==> src/rtl/mbox_pkg.sv <==
package mbox_pkg;

    localparam int NUM_PORTS = 2;

    typedef enum logic {
        FLAG_CLEAR  = 1'b0,
        FLAG_RAISED = 1'b1
    } flag_state_e;

    typedef struct packed {
        logic ce_n;
        logic oe_n;
        logic rw_n;
        logic busy_n;
    } port_ctl_t;

endpackage

==> src/rtl/mbox_port_decode.sv <==
module mbox_port_decode
    import mbox_pkg::*;
#(
    parameter int ADDR_W = 10,
    parameter logic [ADDR_W-1:0] OWN_BOX  = '1,
    parameter logic [ADDR_W-1:0] PEER_BOX = '0
) (
    input  port_ctl_t         ctl,
    input  logic [ADDR_W-1:0] addr,
    output logic              post_peer,
    output logic              take_own
);

    logic selected;

    always_comb begin
        selected  = !ctl.ce_n && ctl.busy_n;
        post_peer = selected && !ctl.rw_n && (addr == PEER_BOX);
        take_own  = selected && !ctl.oe_n && (addr == OWN_BOX);
    end

endmodule

==> src/rtl/mbox_flag_fsm.sv <==
module mbox_flag_fsm
    import mbox_pkg::*;
(
    input  logic clk,
    input  logic rst_n,
    input  logic raise,
    input  logic drop,
    output logic irq_n
);

    flag_state_e state_q;
    flag_state_e state_d;

    always_comb begin
        state_d = state_q;
        unique case (state_q)
            FLAG_CLEAR:  if (raise)          state_d = FLAG_RAISED;
            FLAG_RAISED: if (drop && !raise) state_d = FLAG_CLEAR;
            default:                         state_d = FLAG_CLEAR;
        endcase
    end

    always_ff @(posedge clk or negedge rst_n) begin
        if (!rst_n) state_q <= FLAG_CLEAR;
        else        state_q <= state_d;
    end

    always_comb begin
        irq_n = (state_q != FLAG_RAISED);
    end

endmodule

==> src/rtl/mbox_irq_flags.sv <==
module mbox_irq_flags
    import mbox_pkg::*;
#(
    parameter int ADDR_W = 10
) (
    input  logic              clk,
    input  logic              rst_n,
    input  logic              lt_ce_n,
    input  logic              lt_oe_n,
    input  logic              lt_rw_n,
    input  logic [ADDR_W-1:0] lt_addr,
    input  logic              lt_busy_n,
    input  logic              rt_ce_n,
    input  logic              rt_oe_n,
    input  logic              rt_rw_n,
    input  logic [ADDR_W-1:0] rt_addr,
    input  logic              rt_busy_n,
    output logic              lt_irq_n,
    output logic              rt_irq_n
);

    localparam logic [ADDR_W-1:0] BOX_LT = {{(ADDR_W-1){1'b1}}, 1'b0};
    localparam logic [ADDR_W-1:0] BOX_RT = {ADDR_W{1'b1}};

    port_ctl_t         ctl  [NUM_PORTS];
    logic [ADDR_W-1:0] addr [NUM_PORTS];
    logic [NUM_PORTS-1:0] post_peer;
    logic [NUM_PORTS-1:0] take_own;
    logic [NUM_PORTS-1:0] irq_n;

    always_comb begin
        ctl[0]  = '{ce_n: lt_ce_n, oe_n: lt_oe_n, rw_n: lt_rw_n, busy_n: lt_busy_n};
        ctl[1]  = '{ce_n: rt_ce_n, oe_n: rt_oe_n, rw_n: rt_rw_n, busy_n: rt_busy_n};
        addr[0] = lt_addr;
        addr[1] = rt_addr;
    end

    for (genvar p = 0; p < NUM_PORTS; p++) begin : g_port
        mbox_port_decode #(
            .ADDR_W   (ADDR_W),
            .OWN_BOX  ((p == 0) ? BOX_LT : BOX_RT),
            .PEER_BOX ((p == 0) ? BOX_RT : BOX_LT)
        ) u_dec (
            .ctl       (ctl[p]),
            .addr      (addr[p]),
            .post_peer (post_peer[p]),
            .take_own  (take_own[p])
        );

        mbox_flag_fsm u_flag (
            .clk   (clk),
            .rst_n (rst_n),
            .raise (post_peer[NUM_PORTS-1-p]),
            .drop  (take_own[p]),
            .irq_n (irq_n[p])
        );
    end

    assign lt_irq_n = irq_n[0];
    assign rt_irq_n = irq_n[1];

endmodule

==> config.mk <==
export PLATFORM = sky130hd
export DESIGN_NAME = mbox_irq_flags
export DESIGN_NICKNAME = d
export VERILOG_FILES = /design/src/rtl/mbox_pkg.sv /design/src/rtl/mbox_port_decode.sv /design/src/rtl/mbox_flag_fsm.sv /design/src/rtl/mbox_irq_flags.sv
export SDC_FILE = /design/constraint.sdc
export NUM_CORES = 1
export LEC_CHECK = 0
export ABC_AREA = 0
export ABC_CLOCK_PERIOD_IN_PS = 1550
export BUFFER_PORTS_ARGS = -buffer_cell sky130_fd_sc_hd__clkbuf_2
export CORE_AREA = 5 5 42 44
export DETAILED_ROUTE_END_ITERATION = 8
export DIE_AREA = 0 0 47 49
export SETUP_SLACK_MARGIN = 0.2
export SLEW_MARGIN = 0
export SYNTH_ARGS = -nofsm -noshare
export SYNTH_HDL_FRONTEND = slang
export SYNTH_SLANG_ARGS = --single-unit
==> constraint.sdc <==
create_clock -name clk -period 1.55 [get_ports clk]
set_input_delay 0.31 -clock clk [delete_from_list [all_inputs] [get_ports clk]]
set_output_delay 0.31 -clock clk [all_outputs]
set_load 0.005 [all_outputs]
Word level (Yosys, flattened, before mapping) --
Cells that the tools add are included.
Storage, ports and cells: register bits 2, word-level logic and storage cells 34, output and inout bits 2
Cells by class: bitwise gates (word level) 2, mux-type cells 6, eq/ne operators 4, reductions and logical operators 20
Operator list (count):
- $eq 10x10->1 const B | 4
- $logic_and 1x1->1 | 12
- $logic_not 1->1 | 8
- $mux 1 | 4
- $pmux 1 s2 | 2
- $not 1->1 | 2

Logic depth before layout (Yosys ltp) --
Gate-level depths: netlist of the first run.
depth in word-level cells 8, gate-level depth with buffers 3

Modules after synthesis --
From an unflattened synthesis of the first run, not the netlist that was laid out.
Unflattened totals: cell total of the unflattened synthesis 20, area, all modules 180.2 um^2
Modules (own cells, without submodules):
- mbox_port_decode | area an instance 50.0 um^2, times used 2, seq. area each 0.0 um^2, cells an instance 7
- mbox_flag_fsm | area an instance 40.0 um^2, times used 2, seq. area each 25.0 um^2, cells an instance 3

Least setup slack after synthesis of the first run --
OpenSTA, ideal clock, no wires.
path kind input -> register, start point input port lt_ce_n, end point register g_port[1].u_flag.state_q, stages on the path 3, arrival time 1.025 ns, data required time 1.467 ns, setup time 0.083 ns, path slack 0.442 ns, path through nand4b_1 or4_1 o21ai_0
Between the ends: longest elaborated chain between the ends 8, elaborated cells on any way between the ends 9, those cells by class 3 x mux; 6 x reduce/logical
Ends and longest elaborated chain:
- start, declared | line mbox_irq_flags.sv:8 | input logic lt_ce_n,
- $logic_not 1->1 * | line mbox_port_decode.sv:17 | selected = !ctl.ce_n && ctl.busy_n;
- $logic_and 1x1->1 * | line mbox_port_decode.sv:17
- $logic_and 1x1->1 * (2 in a row) | line mbox_port_decode.sv:18 | post_peer = selected && !ctl.rw_n && (addr == PEER_BOX);
- $logic_not 1->1 | line mbox_flag_fsm.sv:18 | FLAG_RAISED: if (drop && !raise) state_d = FLAG_CLEAR;
- $logic_and 1x1->1 | line mbox_flag_fsm.sv:18
- $mux 1 | line mbox_flag_fsm.sv:18
- $pmux 1 s2 * | line mbox_flag_fsm.sv:16 | unique case (state_q)
- via g_port[1].u_flag.state_d | line mbox_flag_fsm.sv:12 | flag_state_e state_d;
- end signal, assigned | line mbox_flag_fsm.sv:25 | else state_q <= state_d;
- end, declared | line mbox_flag_fsm.sv:11 | flag_state_e state_q;
The timed path passes the listed nets; every way through them passes the cells marked *.

Worst setup path in the final report of the first run --
start point input port lt_oe_n, end point register g_port[0].u_flag.state_q
Between the ends: longest elaborated chain between the ends 6
Ends and longest elaborated chain:
- start, declared | line mbox_irq_flags.sv:9 | input logic lt_oe_n,
- $logic_not 1->1 | line mbox_port_decode.sv:19 | take_own = selected && !ctl.oe_n && (addr == OWN_BOX);
- $logic_and 1x1->1 (2 in a row) | line mbox_port_decode.sv:19
- $logic_and 1x1->1 | line mbox_flag_fsm.sv:18
- $mux 1 | line mbox_flag_fsm.sv:18
- $pmux 1 s2 | line mbox_flag_fsm.sv:16
- via g_port[0].u_flag.state_d | line mbox_flag_fsm.sv:12
- end signal, assigned | line mbox_flag_fsm.sv:25
- end, declared | line mbox_flag_fsm.sv:11
The timed path passes the listed nets, and every way through them passes these cells.

==> flow_metrics.py, run 1 <==
metrics = {
    "clocking": {
        "cts_tree": "built",
        "ctsHtreeMaxLevel": 1,
        "cts_resized": 0,
        "clock_sinks": 2,
        "clk_latency_ns": 0.22,
        "cts_root_buf": "clkbuf_4",
        "clock_path_buffers": 2,
        "hold_buffers": 1,
        "path_clk_slew_ns": 0.03,
        "cts_buffers": 3,
        "cts_setup_buffers": 0,
    },
    "place": {
        "place_congestion": 0.667,
        "port_buffers": 31,
        "detailedPlace.worstSlack_ns": 0.267,
    },
    "sta": {
        "rsz0062_at_grt": "no",
        "tightest_slew_ns": 0.358,
        "skew_ns": 0,
        "finalSetupViolCount": 0,
        "setup-tns-final_ns": 0,
        "hold_violations": 0,
        "drv_slew": 0,
        "period_share": 0.696,
        "fmax_mhz": 927,
        "setup_ws_ns": 0.471,
        "slew_headroom": 0.759,
        "fin_crit_ns": 1.08,
    },
    "power_and_ir_drop": {
        "seqPwrFrac": 0.247,
        "p_switching_uw": 44.9,
        "ir_drop_v": 0.000216,
        "p_comb_frac": 0.217,
        "p_total_uw": 215,
        "p_int_uw": 170,
        "leakage_uw": 0.000199,
        "pwr_density_cell_mw_per_mm2": 591,
        "netSwitchingFraction": 0.209,
        "p_clk_frac": 0.536,
    },
    "synth": {
        "synthesis.nets": 49,
        "synthTopCellsByCount": "nand4_1, dfrtp_1, inv_1, nor4_1",
        "synth-simple-area-share": 0.544,
        "synth_top_family_by_area": "simple AND/OR/NAND/NOR gates",
        "synth_mux_area_frac": 0,
        "synthAdderAreaFrac": 0,
        "syn_area_um2": 156,
        "synth.area.top_cells": "dfrtp_1, nand4_1, nor4_1",
        "ys_warn_count": 0,
        "yosysMostFrequentCell": "nand4_1",
        "synth-seq-cells": 2,
        "synth_compound_gate_area_share": 0.0880,
        "ys_types": 13,
        "synthCells": 19,
        "syn_area_per_cell_um2": 8.23,
        "ys_seq_area_frac": 0.320,
        "synth_top_area_share": 0.320,
        "synth_xor_area_frac": 0,
        "async_reset_ff_frac": 1.00,
        "dominantRegCellSynth": "dfrtp_1",
        "synth_edf_count": 0,
        "synth_top_cell_by_area": "dfrtp_1",
    },
    "global_route": {
        "grt_overflow": 0,
        "antenna_found_initial": 0,
        "use_met2": 0.104,
        "use_met1": 0.0703,
        "grt_pass1_wl_um": 1150,
        "gr-max-usage-layer": "met2",
        "grt_pass1_vias": 320,
        "gr-usage-met3": 0.0406,
        "grt_max_degree": 3,
        "track_usage": 0.0732,
    },
    "setup_path": {
        "worstSetupStartpointType": "primary input",
        "crit_start": "lt_oe_n",
        "worstPathRequired_ns": 1.63,
        "r2r_start": "g_port[0].u_flag.state_q$_DFF_PN0_",
        "rrSetupSlack_ns": 0.91,
        "path_delay_family": "simple AND/OR/NAND/NOR gates",
        "crit_type": "in -> reg",
        "end_kind": "flop",
        "reg2reg_depth": 2,
        "arrival_ns": 1.16,
        "crit_slowest_cell": "nor4_1",
        "cp.buffers_inverters": 1,
        "crit_path_max_fanout": 1,
        "cpPeakStageDelay_ns": 0.33,
        "timing.rr.end": "g_port[0].u_flag.state_q$_DFF_PN0_",
        "cp_cell_sequence": "clkbuf_2 -> or2_2 -> nor4_1 -> o32ai_1",
    },
    "cells_and_area": {
        "layout-drive-gt1-share": 0.648,
        "n_antenna_cell": 0,
        "top_register": "g_port.u_flag.state_q",
        "areaGrowthSynthToFinish_pct": 133,
        "top_regs": "g_port.u_flag.state_q: 2 flops",
        "fin_nets": 86,
        "largest_reg_flops": 2,
        "fillers": 170,
    },
    "detailed_routing": {
        "drtPass1Iterations": 2,
        "ant_nets": 0,
        "wl_per_cell_um": 10.5,
        "drt_iter0_markers": 5,
        "wirelength_um": 732,
        "vias": 298,
        "viasPerCell": 4.26,
        "remaining_drc_errors": 0,
    },
    "die": {
        "dieArea_mm2": 0.00230,
        "core_area_mm2": 0.00140,
        "dieWidth_um": 47,
        "io_pins": 32,
        "rows": 14,
        "dieHeight_um": 49,
        "start_util": 0.112,
    },
    "worst_hold_path": {
        "worstHoldStart": "rt_rw_n",
        "whs_endpoint": "g_port[0].u_flag.state_q$_DFF_PN0_",
        "min_path_cells": 2,
        "hold_path.class": "in -> reg",
    },
    "status": {
        "outcome": "completed",
    },
    "job": {
        "cap_violations": 0,
    },
}
[cell usage in the layout (no fill, tap or decap)]
cell type / Yosys / routed
clkbuf_2: 0 / 31
nand4_1: 4 / 4
clkbuf_4: 0 / 3
nor4_1: 2 / 2
inv_1: 2 / 2
dfrtp_1: 2 / 2
nand3b_1: 1 / 1
or3_1: 1 / 1
nand4b_1: 1 / 1
or2_2: 1 / 1
nand3_1: 1 / 1
o32ai_1: 1 / 1
nand2b_1: 1 / 1
or4_1: 1 / 1
o21ai_0: 1 / 1
dlygate4sd3_1: 0 / 1
[cell families (layout without fill, tap and decap cells)]
kind of cell / count (synthesis) / in the layout
compound gates: 2 / 2
simple gates: 13 / 13
buf+inv: 2 / 37
flops: 2 / 2
[power by group through the flow]
stage / Clock (uW) / Sequential, uW / Combinational [uW]
2_1_floorplan: 0 / 53.7 / 6.99
3_3_place_gp: 0 / 53.7 / 44.0
3_5_place_dp: 0 / 53.7 / 45.2
4_1_cts: 122 / 53.1 / 47.4
5_1_grt: 129 / 53.1 / 51.7
6_report: 115 / 53.1 / 46.8
[per-layer routing]
layer  vias up  part of all wire
li1        148                 -
met1       121              0.37
met2        27              0.40
met3         2              0.19
met4         0             0.037
met5         -                 0
[layout make-up]
| cell class | instances | area [um^2] | share of cell area |
|---|---|---|---|
| Timing Repair Buffer | 32 | 165 | 0.454 |
| Multi-Input combinational cell | 15 | 98.8 | 0.271 |
| Sequential cell | 2 | 50.0 | 0.137 |
| Clock buffer | 3 | 22.5 | 0.0619 |
| Tap cell | 16 | 20.0 | 0.0550 |
| Inverter | 2 | 7.51 | 0.0206 |
[how the worst max path moves through the flow]
stage,end,slack (ns),cells past startpoint
final,g_port[0].u_flag.state_q$_DFF_PN0_,0.47,4
after global routing,g_port[0].u_flag.state_q$_DFF_PN0_,0.39,4
after CTS,lt_irq_n,0.47,2
after detailed placement,g_port[0].u_flag.state_q$_DFF_PN0_,0.27,4
after global placement,g_port[0].u_flag.state_q$_DFF_PN0_,0.28,4
after floorplan,g_port[1].u_flag.state_q$_DFF_PN0_,0.44,3
[per-stage QoR]
stage / utilization / hold slack (ns) / std cells / instance area (um^2)
floorplan: - / 0.0144 / 19 / 156
global placement: 0.237 / 0.101 / 66 / 332
detailed placement: 0.237 / 0.103 / 66 / 332
CTS: 0.260 / 0.279 / 70 / 364
global route: 0.260 / 0.291 / 70 / 364
finish: 0.260 / 0.290 / 70 / 364
[worst register-to-register path: stages, from the launching register on]
cell,delay (ns)
dfrtp_1,0.35
inv_1,0.07
o32ai_1,0.07
(Power assumes the default switching activity.)
==> inputs of run 2 (changes only) <==
Settings changed: ABC_CLOCK_PERIOD_IN_PS 1550 to 1100.
Clock period 1.55 ns to 1.1 ns, I/O delays scaled along.
==> flow_metrics.py, run 2 (same netlist as run 1, synthesis figures left out) <==
metrics = {
    "clocking": {
        "cts_tree": "built",
        "cts_root_buf": "clkbuf_4",
        "clock_sinks": 2,
        "clk_latency_ns": 0.23,
        "path_clk_slew_ns": 0.03,
        "cts_buffers": 3,
        "ctsHtreeMaxLevel": 1,
        "clock_path_buffers": 2,
    },
    "sta": {
        "fin_crit_ns": 0.954,
        "holdWs_ns": 0.200,
        "skew_ns": 0,
        "hold_violations": 0,
        "fmax_mhz": 1050,
        "finalSetupViolCount": 0,
        "drv_slew": 0,
        "period_share": 0.867,
        "tightest_slew_ns": 0.285,
        "rsz0062_at_grt": "yes",
        "setup-tns-final_ns": 0,
        "slew_headroom": 0.808,
    },
    "power_and_ir_drop": {
        "netSwitchingFraction": 0.209,
        "p_switching_uw": 63.8,
        "ir_drop_v": 0.000301,
        "p_int_uw": 241,
        "seqPwrFrac": 0.246,
        "p_clk_frac": 0.531,
        "leakage_uw": 0.000207,
        "pwr_density_cell_mw_per_mm2": 767,
        "p_comb_frac": 0.224,
    },
    "place": {
        "place_congestion": 0.667,
        "dp.cells": 66,
        "port_buffers": 31,
    },
    "detailed_routing": {
        "wl_per_cell_um": 10.4,
        "remaining_drc_errors": 0,
        "drt_iter0_markers": 5,
        "wirelength_um": 751,
        "ant_nets": 0,
        "drtPass1Iterations": 2,
        "vias": 309,
        "viasPerCell": 4.29,
    },
    "global_route": {
        "grt_overflow": 0,
        "grt_max_degree": 3,
        "grt_pass1_wl_um": 1190,
        "track_usage": 0.0754,
        "antenna_found_initial": 0,
        "grt_pass1_vias": 323,
    },
    "status": {
        "outcome": "completed",
    },
    "die": {
        "dieArea_mm2": 0.00230,
        "start_util": 0.112,
        "dieWidth_um": 47,
        "dieHeight_um": 49,
        "rows": 14,
        "io_pins": 32,
        "core_area_mm2": 0.00140,
    },
    "cells_and_area": {
        "top_register": "g_port.u_flag.state_q",
        "layout-drive-gt1-share": 0.714,
        "top_regs": "g_port.u_flag.state_q: 2 flops",
        "fin_nets": 88,
        "mostFrequentLayoutCells": "clkbuf_2, nand4_1, clkbuf_4",
        "finalNonFillerCells": 72,
        "largest_reg_flops": 2,
        "n_antenna_cell": 0,
        "layout_commonest_cell": "clkbuf_2",
        "areaGrowthSynthToFinish_pct": 154,
    },
    "setup_path": {
        "cpPeakStageDelay_ns": 0.36,
        "rrSetupSlack_ns": 0.28,
        "path_delay_family": "flip-flops",
        "crit_path_max_fanout": 2,
        "end_kind": "output pin",
        "arrival_ns": 0.73,
        "crit_slowest_cell": "dfrtp_1",
        "worstPathRequired_ns": 0.88,
        "cp_cell_sequence": "inv_2 -> buf_6",
        "cp.buffers_inverters": 2,
        "worstSetupStartpointType": "flop",
        "crit_type": "reg -> out",
    },
    "worst_hold_path": {
        "hold_path.class": "in -> reg",
    },
    "job": {
        "cap_violations": 0,
    },
}
==> run 2: changes by cell type in the layout (fill, tap and decap cells not counted) <==
| cell | before | now |
|---|---|---|
| buf_4 | 0 | 2 |
| buf_6 | 0 | 2 |
| clkbuf_2 | 31 | 29 |
| inv_1 | 2 | 0 |
| inv_2 | 0 | 2 |
| nor4_1 | 2 | 1 |
| nor4_2 | 0 | 1 |
| o21ai_0 | 1 | 0 |
| o21ai_1 | 0 | 1 |
==> run 2: through the flow <==
stage / instance area, um^2 / setup WS, ns / total power [uW] / utilization
6_report: 398 / 0.146 / 305 / 0.284
5_1_grt: 398 / 0.101 / 332 / 0.284
4_1_cts: 378 / 0.117 / 315 / 0.270
3_5_place_dp: 332 / -0.0920 / 139 / 0.237
3_3_place_gp: 332 / -0.0788 / 138 / 0.237
2_1_floorplan: 156 / 0.0820 / 85.5 / -
==> run 2: layout make-up <==
type / count / area [um^2]
repair buffers: 34 / 193
inverters: 2 / 7.51
multi-input cells: 15 / 105
well taps: 16 / 20.0
fillers: 165 / 1000
flip-flops and latches: 2 / 50.0
clock buffers: 3 / 22.5
==> run 2: worst register-to-register path, stage by stage (launching register included) <==
cell and delay [ns]:
dfrtp_1 0.33, inv_2 0.04, buf_4 0.12, buf_4 0.12
o32ai_1 0.11
==> run 2: timing repair <==
item / CTS / global route
pin swaps: 0 / 0
hold buffers: 1 / 0
endpoints found under the setup margin: 4 / 4
gates resized for setup: 1 / 6
endpoints found under the hold margin: 2 / 0
gates cloned: 0 / 0
buffers inserted: 1 / 1
==> run 2: power groups by stage <==
| stage | logic, uW | registers [uW] | clock network [uW] |
|---|---|---|---|
| 2_1_floorplan | 9.85 | 75.6 | 0 |
| 3_3_place_gp | 62.0 | 75.6 | 0 |
| 3_5_place_dp | 63.6 | 75.6 | 0 |
| 4_1_cts | 68.1 | 74.9 | 172 |
| 5_1_grt | 75.3 | 75.0 | 182 |
| 6_report | 68.3 | 75.0 | 162 |
==> run 2: routing by layer <==
metal / wire length [um] / share of wire / global-route usage
met2: 329 / 0.44 / 0.109
met1: 262 / 0.35 / 0.0703
met3: 133 / 0.18 / 0.0443
met4: 27 / 0.036 / 0.0691
met5: 0 / 0 / 0
==> run 2: path summary, 6_finish.rpt <==
path / start / end / depth (start not counted)
worst max-delay path: g_port[0].u_flag.state_q$_DFF_PN0_ / lt_irq_n / 2
worst min-delay path: rt_rw_n / g_port[0].u_flag.state_q$_DFF_PN0_ / 2
worst max register to register: g_port[0].u_flag.state_q$_DFF_PN0_ / g_port[0].u_flag.state_q$_DFF_PN0_ / 4
worst min register to register: g_port[1].u_flag.state_q$_DFF_PN0_ / g_port[1].u_flag.state_q$_DFF_PN0_ / 2
max in group asynchronous: rst_n / g_port[1].u_flag.state_q$_DFF_PN0_ / 2
min in group asynchronous: rst_n / g_port[0].u_flag.state_q$_DFF_PN0_ / 2
==> inputs of run 3 (changes only) <==
Settings changed: CELL_PAD_IN_SITES_DETAIL_PLACEMENT set to 1, CELL_PAD_IN_SITES_GLOBAL_PLACEMENT set to 1, CORE_AREA 5 5 42 44 to 5 5 44 46, DIE_AREA 0 0 47 49 to 0 0 49 51, PLACE_DENSITY_LB_ADDON set to 0.1.
==> flow_metrics.py, run 3 (same netlist as run 1, synthesis figures left out) <==
metrics = {
    "status": {
        "outcome": "completed",
    },
    "setup_path": {
        "end_kind": "output pin",
        "arrival_ns": 0.74,
        "crit_type": "reg -> out",
        "timing.rr.end": "g_port[0].u_flag.state_q$_DFF_PN0_",
        "rrSetupSlack_ns": 0.41,
        "r2r_start": "g_port[0].u_flag.state_q$_DFF_PN0_",
        "reg2reg_depth": 3,
        "worstPathRequired_ns": 0.88,
        "crit_path_max_fanout": 2,
        "worstSetupStartpointType": "flop",
    },
    "global_route": {
        "grt_max_degree": 3,
        "track_usage": 0.0808,
        "grt_overflow": 0,
        "grt_pass1_vias": 371,
        "grt_pass1_wl_um": 1460,
        "antenna_found_initial": 0,
    },
    "cells_and_area": {
        "stdcell_area_um2": 385,
        "fin_nets": 87,
        "largest_reg_flops": 2,
        "final_core_util": 0.262,
        "layout_commonest_cell": "clkbuf_2",
        "top_regs": "g_port.u_flag.state_q: 2 flops",
        "n_antenna_cell": 0,
        "top_register": "g_port.u_flag.state_q",
        "areaGrowthSynthToFinish_pct": 146,
        "layout-drive-gt1-share": 0.727,
        "mostFrequentLayoutCells": "clkbuf_2, nand4_1, clkbuf_4, inv_2, dfrtp_1",
        "fillers": 198,
    },
    "sta": {
        "rsz0062_at_grt": "yes",
        "tightest_slew_ns": 0.252,
        "holdWs_ns": 0.207,
        "hold_violations": 0,
        "fmax_mhz": 1050,
        "fin_crit_ns": 0.955,
        "slew_headroom": 0.830,
        "drv_slew": 0,
        "setup_ws_ns": 0.145,
        "period_share": 0.868,
        "setup-tns-final_ns": 0,
        "finalSetupViolCount": 0,
        "skew_ns": 0,
    },
    "power_and_ir_drop": {
        "pwr_density_cell_mw_per_mm2": 794,
        "p_comb_frac": 0.224,
        "seqPwrFrac": 0.245,
        "p_switching_uw": 65.2,
        "ir_drop_v": 0.000192,
        "leakage_uw": 0.000200,
        "p_clk_frac": 0.531,
        "netSwitchingFraction": 0.213,
        "p_int_uw": 241,
    },
    "die": {
        "dieHeight_um": 51,
        "start_util": 0.106,
        "dieWidth_um": 49,
        "rows": 14,
        "dieArea_mm2": 0.00250,
        "core_area_mm2": 0.00147,
        "io_pins": 32,
    },
    "detailed_routing": {
        "drtPass1Iterations": 2,
        "ant_nets": 0,
        "remaining_drc_errors": 0,
        "wirelength_um": 884,
        "vias": 309,
        "viasPerCell": 4.35,
        "wl_per_cell_um": 12.5,
        "drt_iter0_markers": 1,
    },
    "job": {
        "cap_violations": 0,
    },
    "worst_hold_path": {
        "worstHoldStart": "rt_rw_n",
        "hold_path.class": "in -> reg",
        "min_path_cells": 2,
        "whs_endpoint": "g_port[0].u_flag.state_q$_DFF_PN0_",
    },
    "place": {
        "place_congestion": 0.609,
        "detailedPlace.worstSlack_ns": -0.0780,
        "place_area_um2": 332,
        "port_buffers": 31,
    },
    "clocking": {
        "clock_sinks": 2,
        "cts_root_buf": "clkbuf_4",
        "clk_latency_ns": 0.22,
        "cts_tree": "built",
        "path_clk_slew_ns": 0.03,
        "clock_path_buffers": 2,
        "cts_buffers": 3,
        "ctsHtreeMaxLevel": 1,
    },
}
[run 3: cell count changes in the layout (fill, tap and decap cells not counted), sizes merged]
cell / delta
buf: -3
clkbuf: +2
[run 3: worst max path at each step]
stage,endpoint,slack (ns),from
after floorplan,g_port[1].u_flag.state_q$_DFF_PN0_,0.08,lt_ce_n
after global placement,g_port[1].u_flag.state_q$_DFF_PN0_,-0.06,lt_ce_n
after global routing,lt_irq_n,0.09,g_port[0].u_flag.state_q$_DFF_PN0_
final,lt_irq_n,0.14,g_port[0].u_flag.state_q$_DFF_PN0_
after CTS,rt_irq_n,0.12,g_port[1].u_flag.state_q$_DFF_PN0_
after detailed placement,g_port[0].u_flag.state_q$_DFF_PN0_,-0.08,lt_oe_n
[run 3: timing repair]
item	4_1_cts	5_1_grt
buffers inserted	1	0
resized for setup	2	2
endpoints found under the setup margin	4	4
hold buffers	1	0
endpoints found under the hold margin	2	0
pin swaps	0	0
[run 3: final cells by class]
class / instances / area (um^2) / share of cell area
sequential: 2 / 50.0 / 0.130
timing repair buffer: 33 / 173 / 0.448
clock buffer: 3 / 22.5 / 0.0584
tap: 16 / 20.0 / 0.0519
inverter: 2 / 7.51 / 0.0195
multi-input combinational: 15 / 113 / 0.292
[run 3: through the flow]
stage / total power (uW) / std cells
floorplan: 85.5 / 19
finish: 306 / 71
global placement: 137 / 66
CTS: 323 / 71
global route: 344 / 71
detailed placement: 140 / 66
[run 3: power by group through the flow]
| stage | sequential (uW) | clock, uW | combinational, uW |
|---|---|---|---|
| global placement | 75.6 | 0 | 61.3 |
| detailed placement | 75.6 | 0 | 64.5 |
| CTS | 74.8 | 178 | 69.7 |
| finish | 75.0 | 162 | 68.6 |
| floorplan | 75.6 | 0 | 9.85 |
| global route | 74.9 | 193 | 76.4 |
[run 3: routing by layer]
metal | wire [um] | vias up | track usage
met3 | 56 | 2 | 0.0494
met2 | 529 | 15 | 0.137
met1 | 278 | 141 | 0.0612
met5 | 0 | - | 0
li1 | - | 151 | -
met4 | 19 | 0 | 0.0807
[run 3: critical path: stages (launching register included)]
cell and delay [ns]:
dfrtp_1 0.36, inv_2 0.05, clkbuf_2 0.10
